## config.mk

```make
export PLATFORM = sky130hd
export DESIGN_NAME = auth_regs
export DESIGN_NICKNAME = d
export VERILOG_FILES = /design/src/rtl/auth_regs_pkg.sv /design/src/rtl/ar_secret_bank.sv /design/src/rtl/ar_flags.sv /design/src/rtl/ar_sleep_timer.sv /design/src/rtl/auth_regs.sv
export SDC_FILE = /design/constraint.sdc
export NUM_CORES = 1
export LEC_CHECK = 0
export BUFFER_PORTS_ARGS = -buffer_cell sky130_fd_sc_hd__buf_2
export CAP_MARGIN = 20
export CORE_MARGIN = 5
export CORE_UTILIZATION = 45
export DETAILED_ROUTE_END_ITERATION = 12
export HOLD_SLACK_MARGIN = 0.08
export PLACE_DENSITY = 0.74
export SETUP_SLACK_MARGIN = 0.1
export SLEW_MARGIN = 20
export SYNTH_ARGS = -nofsm -noshare
export SYNTH_HDL_FRONTEND = slang
export SYNTH_SLANG_ARGS = --single-unit
export TNS_END_PERCENT = 50
```

## constraint.sdc

```tcl
create_clock -name clk_i -period 2.3 [get_ports clk_i]
set_input_delay 0.345 -clock clk_i [delete_from_list [all_inputs] [get_ports clk_i]]
set_output_delay 0.345 -clock clk_i [all_outputs]
set_load 0.005 [all_outputs]
```

## src/rtl/auth_regs_pkg.sv

```systemverilog
package auth_regs_pkg;
  localparam int DATA_W = 8;
  // config byte fields
  localparam int CFG_GIE  = 3;
  localparam int CFG_ASLP = 2;
  // control register bits
  localparam int CTRL_SRST  = 0;
  localparam int CTRL_ASLP  = 1;
  localparam int CTRL_GIE   = 2;
  localparam int CTRL_WIPIE = 3;

  typedef struct packed {
    logic acc;
    logic bus;
    logic wip;
  } flags_t;
endpackage

```

## src/rtl/ar_secret_bank.sv

```systemverilog
module ar_secret_bank #(
  parameter int ADDR_W    = 4,
  parameter int SEC_BASE  = 4,
  parameter int NUM_SETS  = 2,
  parameter int SET_BYTES = 4
) (
  input  logic                clk_i,
  input  logic                rst_ni,
  input  logic                rd_i,
  input  logic                wr_i,
  input  logic [ADDR_W-1:0]   addr_i,
  input  logic [7:0]          wdata_i,
  input  logic [NUM_SETS-1:0] lock_i,
  output logic [7:0]          rdata_o,
  output logic                hit_o,
  output logic                lock_rd_o,
  output logic                lock_wr_o
);
  localparam int BYTE_W = (SET_BYTES > 1) ? $clog2(SET_BYTES) : 1;

  logic [NUM_SETS-1:0]             sel;
  logic [NUM_SETS-1:0]             blk;
  logic [BYTE_W-1:0]               bidx [NUM_SETS];
  logic [SET_BYTES-1:0][7:0]       mem_q [NUM_SETS];

  for (genvar s = 0; s < NUM_SETS; s++) begin : g_set
    localparam int LO = SEC_BASE + s * SET_BYTES;
    localparam int HI = LO + SET_BYTES;

    always_comb begin
      sel[s]  = (32'(addr_i) >= LO) && (32'(addr_i) < HI);
      bidx[s] = BYTE_W'(32'(addr_i) - LO);
      // sets are locked in reverse order of the lock vector
      blk[s]  = lock_i[NUM_SETS-1-s];
    end

    always_ff @(posedge clk_i or negedge rst_ni) begin
      if (!rst_ni) mem_q[s] <= '0;
      else if (wr_i && sel[s] && !blk[s]) mem_q[s][bidx[s]] <= wdata_i;
    end

    assert_locked_wr_R3: assert property (@(posedge clk_i) disable iff (!rst_ni)
      (wr_i && sel[s] && blk[s]) |=> $stable(mem_q[s]));
  end

  always_comb begin
    rdata_o   = '0;
    lock_rd_o = 1'b0;
    lock_wr_o = 1'b0;
    for (int s = 0; s < NUM_SETS; s++) begin
      if (sel[s]) begin
        if (!blk[s]) rdata_o = mem_q[s][bidx[s]];
        lock_rd_o = rd_i && blk[s];
        lock_wr_o = wr_i && blk[s];
      end
    end
  end

  assign hit_o = |sel;
endmodule

```

## src/rtl/ar_flags.sv

```systemverilog
module ar_flags
  import auth_regs_pkg::*;
(
  input  logic   clk_i,
  input  logic   rst_ni,
  input  logic   clr_i,
  input  logic   rd_clr_i,
  input  logic   set_wip_i,
  input  logic   set_bus_i,
  input  logic   set_acc_i,
  input  logic   gie_i,
  input  logic   wip_ie_i,
  output flags_t flags_o,
  output logic   irq_o
);
  flags_t flags_q;
  logic   clr;

  assign clr = clr_i | rd_clr_i;

  // a set in the clearing cycle wins
  always_ff @(posedge clk_i or negedge rst_ni) begin
    if (!rst_ni) flags_q <= '0;
    else begin
      flags_q.wip <= set_wip_i | (flags_q.wip & ~clr);
      flags_q.bus <= set_bus_i | (flags_q.bus & ~clr);
      flags_q.acc <= set_acc_i | (flags_q.acc & ~clr);
    end
  end

  assign flags_o = flags_q;
  assign irq_o   = (gie_i & (flags_q.bus | flags_q.acc)) | (wip_ie_i & flags_q.wip);

  assert_bus_sticky_R5: assert property (@(posedge clk_i) disable iff (!rst_ni)
    set_bus_i |=> flags_o.bus);
  assert_acc_sticky_R6: assert property (@(posedge clk_i) disable iff (!rst_ni)
    set_acc_i |=> flags_o.acc);
  assert_rd_clear_R8: assert property (@(posedge clk_i) disable iff (!rst_ni)
    (rd_clr_i && !set_bus_i) |=> !flags_o.bus);
endmodule

```

## src/rtl/ar_sleep_timer.sv

```systemverilog
module ar_sleep_timer #(
  parameter int PRESC = 1_000_000,
  parameter int TICKS = 50
) (
  input  logic clk_i,
  input  logic rst_ni,
  input  logic clr_i,
  input  logic en_i,
  input  logic act_i,
  input  logic cmd_i,
  output logic sleep_o
);
  localparam int PW = (PRESC > 1) ? $clog2(PRESC) : 1;
  localparam int TW = (TICKS > 1) ? $clog2(TICKS) : 1;

  logic [PW-1:0] pcnt_q;
  logic [TW-1:0] tcnt_q;
  logic          sleep_q;

  always_ff @(posedge clk_i or negedge rst_ni) begin
    if (!rst_ni) begin
      pcnt_q <= '0; tcnt_q <= '0; sleep_q <= 1'b0;
    end else if (clr_i) begin
      pcnt_q <= '0; tcnt_q <= '0; sleep_q <= 1'b0;
    end else if (cmd_i) begin
      pcnt_q <= '0; tcnt_q <= '0; sleep_q <= 1'b1;
    end else if (act_i) begin
      pcnt_q <= '0; tcnt_q <= '0; sleep_q <= 1'b0;
    end else if (!en_i || sleep_q) begin
      pcnt_q <= '0; tcnt_q <= '0;
    end else if (pcnt_q == PW'(PRESC - 1)) begin
      pcnt_q <= '0;
      if (tcnt_q == TW'(TICKS - 1)) begin
        tcnt_q  <= '0;
        sleep_q <= 1'b1;
      end else begin
        tcnt_q <= tcnt_q + 1'b1;
      end
    end else begin
      pcnt_q <= pcnt_q + 1'b1;
    end
  end

  assign sleep_o = sleep_q;

  assert_act_wakes_R10: assert property (@(posedge clk_i) disable iff (!rst_ni)
    (act_i && !cmd_i) |=> !sleep_o);
  assert_auto_needs_en_R11: assert property (@(posedge clk_i) disable iff (!rst_ni)
    ($rose(sleep_o) && !$past(cmd_i)) |-> $past(en_i));
endmodule

```

## src/rtl/auth_regs.sv

```systemverilog
module auth_regs
  import auth_regs_pkg::*;
#(
  parameter int ADDR_W    = 4,
  parameter int CTRL_ADDR = 0,
  parameter int STAT_ADDR = 1,
  parameter int SEC_BASE  = 4,
  parameter int NUM_SETS  = 2,
  parameter int SET_BYTES = 4,
  parameter int BUS_EV_W  = 4,
  parameter int PRESC     = 1_000_000,
  parameter int TICKS     = 50
) (
  input  logic                clk_i,
  input  logic                rst_ni,
  input  logic [7:0]          otp_cfg_i,
  input  logic                otp_busy_i,
  input  logic                rd_i,
  input  logic                wr_i,
  input  logic [ADDR_W-1:0]   addr_i,
  input  logic [7:0]          wdata_i,
  output logic [7:0]          rdata_o,
  input  logic [BUS_EV_W-1:0] bus_err_evt_i,
  input  logic                otp_wr_req_i,
  input  logic                test_acc_i,
  input  logic                test_mode_i,
  input  logic                bus_act_i,
  input  logic                sleep_cmd_i,
  output logic                irq_o,
  output logic                sleep_o,
  output logic                break_o,
  output logic [1:0]          dev_addr_o
);
  localparam int LOCK_W = NUM_SETS;
  localparam logic [7:0] CFG_SAFE = 8'(2**LOCK_W - 1);

  logic              load_q, srst_q, brk_q, reload;
  logic [7:0]        cfg_q;
  logic              gie_q, aslp_q, wip_ie_q;
  logic [LOCK_W-1:0] lock;
  logic              ctrl_sel, stat_sel, ctrl_wr;
  logic [7:0]        sec_rdata;
  logic              sec_hit, lock_rd, lock_wr;
  flags_t            flags;
  logic              set_wip, set_bus, set_acc;

  assign reload   = load_q | srst_q;
  assign ctrl_sel = (32'(addr_i) == CTRL_ADDR);
  assign stat_sel = (32'(addr_i) == STAT_ADDR);
  assign ctrl_wr  = wr_i & ctrl_sel;
  assign lock     = cfg_q[LOCK_W-1:0];

  always_ff @(posedge clk_i or negedge rst_ni) begin
    if (!rst_ni) begin
      load_q   <= 1'b1;
      srst_q   <= 1'b0;
      brk_q    <= 1'b0;
      cfg_q    <= CFG_SAFE;
      gie_q    <= 1'b0;
      aslp_q   <= 1'b0;
      wip_ie_q <= 1'b0;
    end else begin
      load_q <= 1'b0;
      brk_q  <= srst_q;
      if (reload) begin
        srst_q   <= 1'b0;
        cfg_q    <= otp_cfg_i;
        gie_q    <= otp_cfg_i[CFG_GIE];
        aslp_q   <= otp_cfg_i[CFG_ASLP];
        wip_ie_q <= ~|otp_cfg_i[LOCK_W-1:0];
      end else if (ctrl_wr) begin
        srst_q <= wdata_i[CTRL_SRST];
        gie_q  <= wdata_i[CTRL_GIE];
        aslp_q <= wdata_i[CTRL_ASLP];
      end
    end
  end

  ar_secret_bank #(
    .ADDR_W(ADDR_W), .SEC_BASE(SEC_BASE), .NUM_SETS(NUM_SETS), .SET_BYTES(SET_BYTES)
  ) u_bank (
    .clk_i(clk_i), .rst_ni(rst_ni), .rd_i(rd_i), .wr_i(wr_i), .addr_i(addr_i),
    .wdata_i(wdata_i), .lock_i(lock), .rdata_o(sec_rdata), .hit_o(sec_hit),
    .lock_rd_o(lock_rd), .lock_wr_o(lock_wr)
  );

  assign set_wip = (rd_i | wr_i) & otp_busy_i;
  assign set_bus = (|bus_err_evt_i) | lock_rd;
  assign set_acc = (otp_wr_req_i & (|lock)) | (test_acc_i & ~test_mode_i) | lock_wr;

  ar_flags u_flags (
    .clk_i(clk_i), .rst_ni(rst_ni), .clr_i(srst_q), .rd_clr_i(rd_i & stat_sel),
    .set_wip_i(set_wip), .set_bus_i(set_bus), .set_acc_i(set_acc),
    .gie_i(gie_q), .wip_ie_i(wip_ie_q), .flags_o(flags), .irq_o(irq_o)
  );

  ar_sleep_timer #(.PRESC(PRESC), .TICKS(TICKS)) u_sleep (
    .clk_i(clk_i), .rst_ni(rst_ni), .clr_i(srst_q), .en_i(aslp_q),
    .act_i(bus_act_i), .cmd_i(sleep_cmd_i), .sleep_o(sleep_o)
  );

  always_comb begin
    if (ctrl_sel)
      rdata_o = {2'b00, cfg_q[5:4], wip_ie_q, gie_q, aslp_q, srst_q};
    else if (stat_sel)
      rdata_o = {cfg_q[7:6], cfg_q[1:0], 1'b0, flags.acc, flags.bus, flags.wip};
    else if (sec_hit)
      rdata_o = sec_rdata;
    else
      rdata_o = '0;
  end

  assign break_o    = brk_q;
  assign dev_addr_o = cfg_q[7:6];

  assert_wip_ie_fixed_R2: assert property (@(posedge clk_i) disable iff (!rst_ni)
    !reload |=> $stable(wip_ie_q));
  assert_break_follows_R12: assert property (@(posedge clk_i) disable iff (!rst_ni)
    srst_q |=> break_o);
  assert_break_single_R12: assert property (@(posedge clk_i) disable iff (!rst_ni)
    break_o |=> !break_o);
  assert_srst_clears_R12: assert property (@(posedge clk_i) disable iff (!rst_ni)
    srst_q |=> !sleep_o);
endmodule

```

==> metrics.md, run 1 <==
| Metric | Value |
|---|---|
| Status | completed |
| Clk pin slew, worst setup/hold paths | 70 ps |
| Root Buffer | clkbuf_16 |
| Slew Limit Headroom | 62.3% |
| Worst Skew | 5.47 ps |
| Via count | 3,627 |
| Internal | 3.30 mW |
| Sequential area share after synthesis | 51.6% |
| Largest net degree at the start of global routing | 46 |
| Synth cell count leaders | dfrtp_1, mux2_2, nand2_1, nor2_1, o21ai_0 |
| # diodes | 0 |
| Largest cells by area after synthesis | dfrtp_1, mux2_2, mux4_2 |
| Starting Density | 45.5% |
| First-pass GRT wire length | 19,100 um |
| Layout net count | 527 |
| Startpoint types | flop |
| Post-layout worst setup margin | 160 ps |
| Max Root-Sink Buffers | 2 |
| GRT Residual Overflow | 0 |
| H-tree depth | 3 |
| Post-synth top area share | 50.1% |
| Sw frac | 24.1% |
| Met3 GRT Util | 3.65% |
| Clk Latency, worst-skew pair | 340 ps |
| Final cycle utilization of the critical path | 93.0% |
| Leakage power | 2.63 nW |
| Io pins | 47 |
| Vias in the first global route | 3,738 |
| Fmax | 467 MHz |
| DP Wirelength | 8520 um |
| Drt initial violations | 288 |
| Share of power burned in registers | 52.5% |
| Tot Pwr | 4.35 mW |
| Met2 global-route usage | 31.9% |
| Synth async-reset ratio | 100% |
| Area grow syn2layout | 17.8% |
| Synth cell types | 52 |
| Worst Hold Class | in2reg |
| Post-DP Area | 5760 sq um |
| Syn nets | 453 |
| Cell Area, Synth | 5150 sq um |
| Yosys top cell by area | dfrtp_1 |
| RSZ-0062 raised after global routing | true |
| DR DRC count | 0 |
| DRT antenna net count | 0 |
| GRT Overall Usage | 18.2% |
| Ys flop type | dfrtp_1 |
| Fraction of final layout cells sized beyond drive strength 1 | 40.7% |
| Worst slew pin tran | 562 ps |
| Slew Limit Fails | 0 |
| Synth warn | 0 |
| Avg Inst Size Synth | 12.5 sq um |
| Hold Violations, Final | 0 |
| Clock period minus worst slack | 2140 ps |
| Die height | 117 um |
| Max-cap violations | 0 |
| RePlAce Congestion | 0.788 |
| CTS Sinks | 106 |
| CP arrival | 1790 ps |
| Yosys reg bits | 106 |
| GR peak layer | met2 |
| TritonCTS buffer count | 9 |
| Count of final setup violators | 0 |
| Post-Synthesis Cells | 413 |
| Die area | 13,700 sq um |
| Vias per inst | 5.71 |
| Drt pass-1 iters | 5 |
| EDFF count, synth | 0 |
| Crit path kind | reg2out |
| IO buf count | 46 |
| Design area | 6060 sq um |
| Setup_tns | 0 ps |
| Die width | 117 um |
| Pwr dens | 717 nW/um^2 |
| Routing usage on met1 | 22.1% |
| VDD IR max | 0.577 mV |
| Initial antenna violation count | 0 |
| Rows | 39 |
| Clk pwr share | 32.7% |
| Worst hold slack | 217 ps |
| Net Switching | 1.05 mW |
| WP data required | 1960 ps |
| Pre-CTS WS | -83.7 ps |
| Critical path endpoint category | output pin |
| Worst-path maximum fanout | 8 |
| Combinational power share | 14.8% |
| DR WL/cell | 18.4 um |
| Filler-free cell count of the finished design | 635 |
| Placed Cells | 617 |
| Final core utilization | 53.6% |
| Routed WL | 11,700 um |
| Count leader, synth | dfrtp_1 |
| CTS tree | yes |
| Core area | 11,300 sq um |
==> cell type report <==
class	count	area, sq um
clock inverter	4	26.3
sequential	106	2660
timing repair buffer	80	544
inverter	7	26.3
multi-input combinational	283	2380
clock buffer	12	246
tap	143	179
fill	960	5260
==> flip-flops by register name, summed over array words and instances, names as in the netlist, 3 cells and up <==
| name | flops |
|---|---|
| u_sleep.pcnt_q | 20 |
| u_flags.flags_o | 3 |
| u_sleep.tcnt_q | 6 |
| u_bank.mem_q | 64 |
| cfg_q | 6 |
==> per-layer routing <==
layer | routed length, um | share of wire, %
met5 | 0 | 0
met4 | 321 | 2.7
met3 | 429 | 3.7
met2 | 6150 | 53
met1 | 4790 | 41
==> critical path, stage by stage, from the launching register on <==
cell and delay (ps):
dfstp_2 590, nor2b_2 80, nor3b_2 200, buf_6 170, a22oi_1 110, o21ai_0 160
buf_2 140
==> repair_timing <==
action / 4_1_cts / 5_1_grt
pin swaps: 0 / 2
hold buffers: 1 / 0
endpoints found under the setup margin: 6 / 6
gates resized for setup: 2 / 4
setup buffers: 0 / 1
hold endpoints to repair: 39 / 0
cloned: 0 / 0
==> cell usage in the layout (no fill, tap or decap), drive strengths merged, types with 3 or more instances in the layout <==
| cell | netlist | routed |
|---|---|---|
| nand2 | 25 | 25 |
| a21oi | 14 | 14 |
| nor2 | 27 | 27 |
| nor4 | 4 | 4 |
| a22oi | 13 | 13 |
| dfrtp | 103 | 103 |
| dfstp | 3 | 3 |
| nor3 | 4 | 4 |
| xnor2 | 5 | 5 |
| or3 | 8 | 8 |
| o31ai | 4 | 4 |
| buf | 12 | 79 |
| nand3 | 10 | 10 |
| nand4 | 6 | 6 |
| mux2i | 3 | 3 |
| nor2b | 3 | 3 |
| xor2 | 7 | 7 |
| o21ai | 21 | 21 |
| or2 | 5 | 5 |
| mux2 | 70 | 70 |
| ha | 6 | 6 |
| mux4 | 16 | 16 |
| clkbuf | 5 | 12 |
| or4 | 5 | 5 |
| nand2b | 4 | 4 |
| inv | 7 | 8 |
==> final timing paths <==
check / start / end / slack [ps] / depth (start not counted)
max in group asynchronous: rst_ni / u_bank.mem_q[16]$_DFFE_PN0P_ / 1090 / 3
min in group asynchronous: rst_ni / u_sleep.tcnt_q[5]$_DFFE_PN0P_ / 530 / 2
max reg2reg: u_sleep.pcnt_q[0]$_DFF_PN0_ / u_sleep.tcnt_q[0]$_DFFE_PN0P_ / 260 / 5
max: cfg_q[0]$_DFFE_PN1N_ / rdata_o[6] / 160 / 6
min reg2reg: u_sleep.pcnt_q[0]$_DFF_PN0_ / u_sleep.pcnt_q[0]$_DFF_PN0_ / 490 / 1
min: otp_cfg_i[1] / wip_ie_q$_DFFE_PN0N_ / 220 / 2
==> power by group through the flow <==
stage               Combinational, mW  Clock [mW]  Sequential (mW)
CTS                             0.650        1.46             2.28
global placement                0.619           0             2.30
floorplan                       0.444           0             2.26
detailed placement              0.647           0             2.31
finish                          0.645        1.42             2.28
global route                    0.710        1.52             2.31
==> kinds of logic after synthesis <==
| group | after synthesis | synth area share (%) |
|---|---|---|
| AND/OR/NAND/NOR | 116 | 12.5 |
| flip-flops | 106 | 51.6 |
| multiplexers | 89 | 22.9 |
| AO/OA/AOI/OAI | 59 | 7.22 |
| buffers and inverters | 24 | 2.19 |
| XOR/XNOR | 12 | 2.04 |
| adder cells (fa/ha/maj) | 6 | 1.46 |
| other | 1 | 0.0729 |
Power figures use the tool's default switching activity.
==> run 2, diff against run 1 <==
- SETUP_SLACK_MARGIN: 0.1 -> default
- clock period: 2.3 -> 2.25 ns (I/O delays scaled with it)
==> run 2 against run 1 <==
Register-to-register slack got worse by 30 ps. Clock power rose by 7%. Global-route usage barely moved. Wire length down 1.4%. Sequential share of layout area up 0.32 points. Critical endpoint is now rdata_o[4].
==> metrics.md, run 2 (synthesized netlist as in run 1, its figures left out) <==
| Metric | Value |
|---|---|
| Top Registers | u_bank.mem_q x64, u_sleep.pcnt_q x20 (unchanged) |
| Startpoint types | flop (unchanged) |
| GRT Residual Overflow | 0 (unchanged) |
| Initial antenna violation count | 0 (unchanged) |
| Die height | 117 um (unchanged) |
| H-tree depth | 3 (unchanged) |
| RePlAce Congestion | 0.818 (was 0.788) |
| Worst Path Buf+Inv | 2 (unchanged) |
| Clk pwr share | 33.7% (was 32.7%) |
| CP Cell Sequence | nor2b_1 > nor3b_2 > buf_4 > a22oi_1 > o21ai_1 > buf_2 (was nor2b_2 > nor3b_2 > buf_6 > a22oi_1 > o21ai_0 > buf_2) |
| Starting Density | 45.5% (unchanged) |
| Max-cap violations | 0 (unchanged) |
| Drt pass-1 iters | 4 (was 5) |
| Crit-path slowest cell | dfstp_2 (unchanged) |
| DP Wirelength | 8310 um (was 8520 um) |
| CP top delay family | flip-flops (unchanged) |
| Io pins | 47 (unchanged) |
| VDD IR max | 0.493 mV (was 0.577 mV) |
| Vias in the first global route | 3,773 (was 3,738) |
| Combinational power share | 14.5% (was 14.8%) |
| Final core utilization | 53.2% (was 53.6%) |
| Internal | 3.40 mW (was 3.30 mW) |
| Worst Skew | 9.77 ps (was 5.47 ps) |
| CTS Sinks | 106 (unchanged) |
| Count of final setup violators | 0 (unchanged) |
| Worst-path maximum fanout | 8 (unchanged) |
| Fraction of final layout cells sized beyond drive strength 1 | 40.0% (was 40.7%) |
| Largest net degree at the start of global routing | 37 (was 46) |
| Final cycle utilization of the critical path | 95.9% |
| Clk pin slew, worst setup/hold paths | 70 ps (about the same) |
| Status | completed (unchanged) |
| Critical path endpoint category | output pin (unchanged) |
| Layout net count | 520 (was 527) |
| Worst hold slack | 208 ps (was 217 ps) |
| Die area | 13,700 sq um (unchanged) |
| DRT antenna net count | 0 (unchanged) |
| RSZ-0062 raised after global routing | true (unchanged) |
| # diodes | 0 (unchanged) |
| IO buf count | 46 (unchanged) |
| Worst Hold Class | in2reg (unchanged) |
| Sw frac | 24.4% (was 24.1%) |
| Die width | 117 um (unchanged) |
| WP data required | 1910 ps (was 1960 ps) |
| Routed WL | 11,500 um (was 11,700 um) |
| GRT Overall Usage | 18.2% (about the same) |
| Max reg flops | 64 (unchanged) |
| Share of power burned in registers | 51.7% (was 52.5%) |
| Crit path kind | reg2out (unchanged) |
| DR WL/cell | 18.4 um (about the same) |
| Post CTS Setup Buffer Count | 0 (unchanged) |
| First-pass GRT wire length | 19,000 um (was 19,100 um) |
| Slew Limit Fails | 0 (unchanged) |
| DR DRC count | 0 (unchanged) |
| CP arrival | 1820 ps (was 1790 ps) |
| CTS tree | yes (unchanged) |
| Most frequent cells in the layout | dfrtp_1, mux2_2, buf_2 (unchanged) |
| Leakage power | 2.61 nW (was 2.63 nW) |
| Area grow syn2layout | 17.0% (was 17.8%) |
| Most common cell after layout, fill and taps aside | dfrtp_1 (unchanged) |
| Root Buffer | clkbuf_16 (unchanged) |
| Clk Latency, worst-skew pair | 350 ps (was 340 ps) |
| CP max stage delay | 580 ps (was 590 ps) |
| Rows | 39 (unchanged) |
| Max Root-Sink Buffers | 2 (unchanged) |
| Via count | 3,555 (was 3,627) |
| Design area | 6020 sq um (was 6060 sq um) |
| Clock period minus worst slack | 2160 ps |
| Vias per inst | 5.66 (was 5.71) |
| Core area | 11,300 sq um (unchanged) |
| Pwr dens | 747 nW/um^2 (was 717 nW/um^2) |
| Drt initial violations | 233 (was 288) |
| Hold Violations, Final | 0 (unchanged) |
| Net Switching | 1.10 mW (was 1.05 mW) |
| TritonCTS buffer count | 9 (unchanged) |
| Post-DP Area | 5720 sq um (was 5760 sq um) |
| Fmax | 464 MHz |
| Largest register by flop count | u_bank.mem_q (unchanged) |
[run 2: path summary, 6_finish.rpt]
path                                            endpoint                        start  cells past startpoint  slack, ps
max in group asynchronous   u_bank.mem_q[47]$_DFFE_PN0P_                       rst_ni                      3       1100
min                                 wip_ie_q$_DFFE_PN0N_                 otp_cfg_i[0]                      2        210
min in group asynchronous    u_sleep.pcnt_q[0]$_DFF_PN0_                       rst_ni                      2        480
max                                           rdata_o[4]         cfg_q[0]$_DFFE_PN1N_                      6         90
min reg2reg                  u_sleep.pcnt_q[0]$_DFF_PN0_  u_sleep.pcnt_q[0]$_DFF_PN0_                      1        490
max reg2reg                u_sleep.tcnt_q[1]$_DFFE_PN0P_  u_sleep.pcnt_q[0]$_DFF_PN0_                      5        230
[run 2: routing by layer]
metal | track usage, % | routed length (um) | vias up
met3 | 5.30 | 510 | 21
met5 | 0 | 0 | -
met1 | 22.0 | 4780 | 1799
met4 | 6.19 | 286 | 0
li1 | - | - | 1654
met2 | 31.2 | 5950 | 81
[run 2: layout make-up]
type	instances	area, sq um
sequential	106	2660
tap	143	179
clock inverter	5	35.0
fill	983	5300
timing repair buffer	73	488
inverter	7	26.3
multi-input combinational	283	2380
clock buffer	11	253
[run 2: per-stage QoR]
step	setup WS [ps]	power [mW]	std cells	TNS [ps]
detailed placement	56.9	3.02	611	0
CTS	24.2	4.54	628	0
floorplan	390	2.76	413	0
global route	-5.18	4.72	628	-5.18
global placement	132	2.97	611	0
finish	92.7	4.50	628	0
[run 2: repair_timing]
action,4_1_cts,5_1_grt
resized for setup,0,4
hold buffers,1,0
endpoints found under the hold margin,28,0
endpoints found under the setup margin,0,5
[run 2: worst reg2reg max path, delay by kind of cell, from the launching register on]
kind	cells	cell delay, ps
compound gates	1	170
flops	1	390
fa+ha+maj	1	210
simple gates	3	1180
[run 2: power by group through the flow]
stage / clock, mW / sequential [mW] / combinational [mW]
floorplan: 0 / 2.31 / 0.454
global placement: 0 / 2.34 / 0.633
detailed placement: 0 / 2.36 / 0.660
CTS: 1.55 / 2.33 / 0.663
global route: 1.64 / 2.36 / 0.719
finish: 1.52 / 2.33 / 0.654
